## config.mk

```make
export PLATFORM = sky130hd
export DESIGN_NAME = lcd_seg_com_drv
export DESIGN_NICKNAME = d
export VERILOG_FILES = /design/src/rtl/lcd_drv_pkg.sv /design/src/rtl/lcd_edge_det.sv /design/src/rtl/lcd_shift_core.sv /design/src/rtl/lcd_level_enc.sv /design/src/rtl/lcd_seg_com_drv.sv
export SDC_FILE = /design/constraint.sdc
export NUM_CORES = 1
export LEC_CHECK = 0
export CAP_MARGIN = 20
export CORE_MARGIN = 5
export CORE_UTILIZATION = 45
export DETAILED_ROUTE_END_ITERATION = 12
export HOLD_SLACK_MARGIN = 0.08
export PLACE_DENSITY = 0.73
export SLEW_MARGIN = 20
export SYNTH_ARGS = -nofsm -noshare
export SYNTH_HDL_FRONTEND = slang
export SYNTH_SLANG_ARGS = --single-unit
```

## constraint.sdc

```tcl
create_clock -name clk_i -period 6 [get_ports clk_i]
set_clock_uncertainty 0.15 [all_clocks]
set_input_delay 1.2 -clock clk_i [delete_from_list [all_inputs] [get_ports clk_i]]
set_output_delay 1.2 -clock clk_i [all_outputs]
set_load 0.01 [all_outputs]
```

## src/rtl/lcd_drv_pkg.sv

```systemverilog
package lcd_drv_pkg;

  typedef enum logic [1:0] {
    LV_V0  = 2'b00,
    LV_V12 = 2'b01,
    LV_V34 = 2'b10,
    LV_V5  = 2'b11
  } lvl_e;

  // p flips with role and frame; set bit drives {p,p}, clear bit {~p,p}
  function automatic logic [1:0] sel_level(input logic com, input logic m, input logic d);
    logic p;
    p = m ^ com;
    return d ? {p, p} : {~p, p};
  endfunction

endpackage

```

## src/rtl/lcd_edge_det.sv

```systemverilog
module lcd_edge_det (
  input  logic clk_i,
  input  logic rst_ni,
  input  logic sig_i,
  output logic rise_o,
  output logic fall_o
);
  logic sig_q;

  always_ff @(posedge clk_i or negedge rst_ni) begin
    if (!rst_ni) sig_q <= 1'b0;
    else         sig_q <= sig_i;
  end

  assign rise_o = sig_i & ~sig_q;
  assign fall_o = ~sig_i & sig_q;
endmodule

```

## src/rtl/lcd_shift_core.sv

```systemverilog
module lcd_shift_core #(
  parameter int unsigned NUM_OUT = 80,
  parameter int unsigned PAR_W   = 4
) (
  input  logic               clk_i,
  input  logic               rst_ni,
  input  logic               com_i,
  input  logic               alt_i,
  input  logic               dir_i,
  input  logic               dclk_rise_i,
  input  logic               lclk_rise_i,
  input  logic               lclk_fall_i,
  input  logic               en_i,
  input  logic [PAR_W-1:0]   din_i,
  input  logic               scan_i,
  output logic [NUM_OUT-1:0] sr_o,
  output logic               en_o,
  output logic               scan_o
);
  localparam int unsigned HALF  = NUM_OUT / 2;
  localparam int unsigned PAR_N = NUM_OUT / PAR_W;
  localparam int unsigned CNT_W = $clog2(NUM_OUT + 1);

  logic [NUM_OUT-1:0] sr_q, sr_d;
  logic [CNT_W-1:0]   cnt_q, cnt_d, full_cnt;
  logic               seg_shift;
  logic [HALF-1:0]    lo_h, hi_h;

  assign full_cnt  = alt_i ? CNT_W'(NUM_OUT) : CNT_W'(PAR_N);
  assign seg_shift = !com_i && dclk_rise_i && en_i && (cnt_q != full_cnt);
  assign lo_h      = sr_q[HALF-1:0];
  assign hi_h      = sr_q[NUM_OUT-1:HALF];

  always_comb begin
    sr_d = sr_q;
    if (com_i) begin
      if (lclk_rise_i) begin
        if (alt_i) begin
          if (dir_i) sr_d = {scan_i, hi_h[HALF-1:1], scan_i, lo_h[HALF-1:1]};
          else       sr_d = {hi_h[HALF-2:0], scan_i, lo_h[HALF-2:0], scan_i};
        end else begin
          if (dir_i) sr_d = {scan_i, sr_q[NUM_OUT-1:1]};
          else       sr_d = {sr_q[NUM_OUT-2:0], scan_i};
        end
      end
    end else if (seg_shift) begin
      if (alt_i) begin
        if (dir_i) sr_d = {din_i[0], sr_q[NUM_OUT-1:1]};
        else       sr_d = {sr_q[NUM_OUT-2:0], din_i[0]};
      end else begin
        if (dir_i) sr_d = {din_i, sr_q[NUM_OUT-1:PAR_W]};
        else       sr_d = {sr_q[NUM_OUT-1-PAR_W:0], din_i};
      end
    end
  end

  always_comb begin
    cnt_d = cnt_q;
    if (com_i || lclk_fall_i) cnt_d = '0;
    else if (seg_shift)       cnt_d = cnt_q + 1'b1;
  end

  always_ff @(posedge clk_i or negedge rst_ni) begin
    if (!rst_ni) begin
      sr_q  <= '0;
      cnt_q <= '0;
    end else begin
      sr_q  <= sr_d;
      cnt_q <= cnt_d;
    end
  end

  assign sr_o   = sr_q;
  assign en_o   = !com_i && (cnt_q == full_cnt);
  assign scan_o = dir_i ? sr_q[0] : sr_q[NUM_OUT-1];

  AST_NO_SHIFT_DIS: assert property (@(posedge clk_i) disable iff (!rst_ni)
    (!com_i && !en_i && !lclk_fall_i) |=> ($stable(sr_q) && $stable(cnt_q)));
  AST_NO_OVERFLOW: assert property (@(posedge clk_i) disable iff (!rst_ni)
    cnt_q <= CNT_W'(NUM_OUT));
  AST_COM_HOLD: assert property (@(posedge clk_i) disable iff (!rst_ni)
    (com_i && !lclk_rise_i) |=> $stable(sr_q));
endmodule

```

## src/rtl/lcd_level_enc.sv

```systemverilog
module lcd_level_enc #(
  parameter int unsigned NUM_OUT = 80
) (
  input  logic                 com_i,
  input  logic                 m_i,
  input  logic                 dispoff_ni,
  input  logic [NUM_OUT-1:0]   bits_i,
  output logic [2*NUM_OUT-1:0] lvl_o
);
  import lcd_drv_pkg::*;

  for (genvar i = 0; i < NUM_OUT; i++) begin : g_out
    assign lvl_o[2*i +: 2] = dispoff_ni ? sel_level(com_i, m_i, bits_i[i]) : LV_V0;
  end
endmodule

```

## src/rtl/lcd_seg_com_drv.sv

```systemverilog
module lcd_seg_com_drv #(
  parameter int unsigned NUM_OUT = 80,
  parameter int unsigned PAR_W   = 4
) (
  input  logic                 clk_i,
  input  logic                 rst_ni,
  input  logic                 mode_com_i,
  input  logic                 mode_alt_i,
  input  logic                 dir_i,
  input  logic                 dclk_i,
  input  logic                 lclk_i,
  input  logic                 en_i,
  input  logic [PAR_W-1:0]     din_i,
  input  logic                 scan_i,
  input  logic                 m_i,
  input  logic                 dispoff_ni,
  output logic                 en_o,
  output logic                 scan_o,
  output logic [2*NUM_OUT-1:0] lvl_o
);
  logic               dclk_rise, dclk_fall, lclk_rise, lclk_fall;
  logic [NUM_OUT-1:0] sr, latch_q, shown;

  lcd_edge_det i_dclk_edge (
    .clk_i, .rst_ni, .sig_i(dclk_i), .rise_o(dclk_rise), .fall_o(dclk_fall)
  );
  lcd_edge_det i_lclk_edge (
    .clk_i, .rst_ni, .sig_i(lclk_i), .rise_o(lclk_rise), .fall_o(lclk_fall)
  );

  lcd_shift_core #(.NUM_OUT(NUM_OUT), .PAR_W(PAR_W)) i_core (
    .clk_i, .rst_ni,
    .com_i(mode_com_i), .alt_i(mode_alt_i), .dir_i,
    .dclk_rise_i(dclk_rise), .lclk_rise_i(lclk_rise), .lclk_fall_i(lclk_fall),
    .en_i, .din_i, .scan_i,
    .sr_o(sr), .en_o, .scan_o
  );

  always_ff @(posedge clk_i or negedge rst_ni) begin
    if (!rst_ni)                       latch_q <= '0;
    else if (!mode_com_i && lclk_fall) latch_q <= sr;
  end

  // common role drives outputs straight from the scan chain
  assign shown = mode_com_i ? sr : latch_q;

  lcd_level_enc #(.NUM_OUT(NUM_OUT)) i_enc (
    .com_i(mode_com_i), .m_i, .dispoff_ni, .bits_i(shown), .lvl_o
  );

  logic unused_edge;
  assign unused_edge = dclk_fall;

  AST_LATCH_HOLD: assert property (@(posedge clk_i) disable iff (!rst_ni)
    (mode_com_i || !lclk_fall) |=> $stable(latch_q));
  AST_DISPOFF_V0: assert property (@(posedge clk_i) disable iff (!rst_ni)
    !dispoff_ni |-> (lvl_o == '0));
endmodule

```

==> results_dict.tcl <==
set metrics [dict create \
    status "complete, no violations" \
    synth_top_area_cell "dfrtp_1" \
    drc 0 \
    syn_avg_cell_area_um2 12.0 \
    fin_tns_setup_ns 0 \
    period_needed_ns 4.71 \
    drive_above_1_share 0.293 \
    ant_nets 0 \
    crit_fanout 80 \
    dr.pass1.iters 4 \
    cts.repair.resized 0 \
    cts_sinks 169 \
    fp.dieH_um 169 \
    crit_path_start_kind "input port" \
    placed_cell_area_um2 12800 \
    syn-instance-count 949 \
    path_clk_slew_ns 0.07 \
    final_area_um2 13400 \
    synth_top_area_frac 0.371 \
    finalWeightedCongestion 0.750 \
    final_common_cell "clkdlybuf4s50_1" \
    syn_area_um2 11400 \
    ys_seq_elements 169 \
    synth_flop_cell "dfrtp_1" \
    fin_nets 1025 \
    clock-root-buffer "clkbuf_16" \
    period_share 0.784 \
    ys_seq_area_frac 0.371 \
    critical_path_class "in2out" \
    start_util 0.455 \
    wl_um 24700 \
    relSlewSlack 0.384 \
    dieArea_um2 28600 \
    min_path_type "reg2reg" \
    max-cap-violations 0 \
    fp.coreArea_um2 25000 \
    dp.cells 1318 \
    timing.final.hold_violations 0 \
    area_growth_pct 17.8 \
    leakage_nw 5.58 \
    fmax_mhz 213 \
    drtIter0Drc 398 \
    synthArstFlopShare 1.00 \
    n_antenna_cell 0 \
    worstSetupEndpointType "primary output" \
    num_rows 58 \
    tightest_slew_ns 0.924 \
    grt_usage 0.177 \
    layout_common_cells "clkdlybuf4s50_1, dfrtp_1, nor2_1, a21oi_1, mux2_2" \
    synth_nets 966 \
    cp.required_ns 4.65 \
    yosys-top-cells-area "dfrtp_1, mux4_2, mux2_4" \
    stdcell_count 1351 \
    grt_pass1_wl_um 41500 \
    setup_viol 0 \
    post-cts-setup-buffer-count 0 \
    maxSlewViolCount 0 \
    io_pins 177 \
    whs_ns 0.357 \
    numCtsBuffers 17 \
    crit_arrival_ns 3.36 \
    avgRoutedWirePerCell_um 18.2 \
    p_total_mw 4.28 \
    grt_max_degree 81 \
    cts_max_level 4 \
    synth_edf_count 0 \
    die_x_um 169 \
    routed_via_density 5.45 \
    clock_latency_ns 0.43 \
    yosys_warnings 0 \
    dp_hpwl_um 16300 \
    dr_total_vias 7363 \
    ctsHoldBuffers 0 \
    antenna_found_initial 0 \
    clockBufferDepth 2 \
    power_density_nw_per_um2 319 \
    ys_types 40 \
    nFillCells 2083 \
    io_buffers 176 \
    grt_pass1_vias 7442 \
    ir_worst_vdd_uv 236 \
    grt-ovfl-total 0 \
    cts_tree "built" \
    rsz0062_at_grt "false" \
]
## report_power, final
group / internal [mW] / switching (mW) / total, mW / leakage, nW
clock: 0.671 / 0.479 / 1.15 / 0.287
sequential: 1.39 / 0.356 / 1.75 / 2.29
combinational: 0.895 / 0.490 / 1.39 / 3.00
total: 2.96 / 1.32 / 4.28 / 5.58
## layout make-up
cell class | instances | area, um2 | area share
clock inverters | 13 | 169 | 0.0126
flip-flops and latches | 169 | 4230 | 0.315
repair buffers | 194 | 1960 | 0.146
clock buffers | 19 | 443 | 0.0330
multi-input cells | 623 | 6210 | 0.462
well taps | 330 | 413 | 0.0307
inverters | 3 | 11.3 | 0.000838
## Yosys cell counts (all sizes together) (2+ instances only)
library cell	number
dfrtp	169
mux2	161
buf	110
a21oi	87
nor2	87
and2	81
xnor2	80
mux4	77
clkbuf	44
nand2	6
o21ai	5
mux2i	4
xor2	4
inv	3
nand3b	3
nand4	3
nor2b	3
or3	3
and3	2
ha	2
nand2b	2
nand3	2
## metal layers
layer	track usage	share of wire	vias up
met3	0.0403	0.065	21
li1	-	-	3386
met5	0	0	-
met4	0.0424	0.014	0
met1	0.251	0.45	3713
met2	0.281	0.47	243
## state kept, by name, summed over array words and instances (netlist names)
signal	flops
i_core.sr_o	80
latch_q	80
i_core.cnt_q	7
i_dclk_edge.sig_q	1
i_lclk_edge.sig_q	1
## cell families (layout without fill, tap and decap cells)
group                    after synthesis  after routing  share of synthesized area
multiplexers                         242            242                      0.341
flip-flops                           169            169                      0.371
AO/OA/AOI/OAI                         98             98                     0.0464
buffers and inverters                157            229                     0.0853
AND/OR/NAND/NOR                      197            197                     0.0897
XOR/XNOR                              84             84                     0.0646
adder cells (fa/ha/maj)                2              2                    0.00220
## per-stage QoR
stage | worst slack, ns | util
3_5_place_dp | 1.28 | 0.511
2_1_floorplan | 0.811 | -
4_1_cts | 1.26 | 0.535
6_report | 1.29 | 0.536
5_1_grt | 1.08 | 0.536
3_3_place_gp | 1.36 | 0.510
## path summary, 6_finish.rpt
check / from / to / slack [ns] / depth (start not counted)
worst max-delay path: mode_com_i / lvl_o[0] / 1.29 / 5
worst min-delay path: latch_q[16] / latch_q[16] / 0.36 / 1
worst max register to register: i_core.cnt_q[0] / i_core.sr_o[41] / 2.95 / 8
worst min register to register: latch_q[16] / latch_q[16] / 0.36 / 1
max in group asynchronous: rst_ni / i_core.sr_o[28] / 3.83 / 2
min in group asynchronous: rst_ni / latch_q[68] / 0.61 / 1
## critical path, stage by stage
cell and delay, ns:
buf_4 0.39, xor2_1 0.31, and2_2 0.24, buf_4 0.51
clkdlybuf4s50_1 0.66
(Power assumes the default switching activity.)
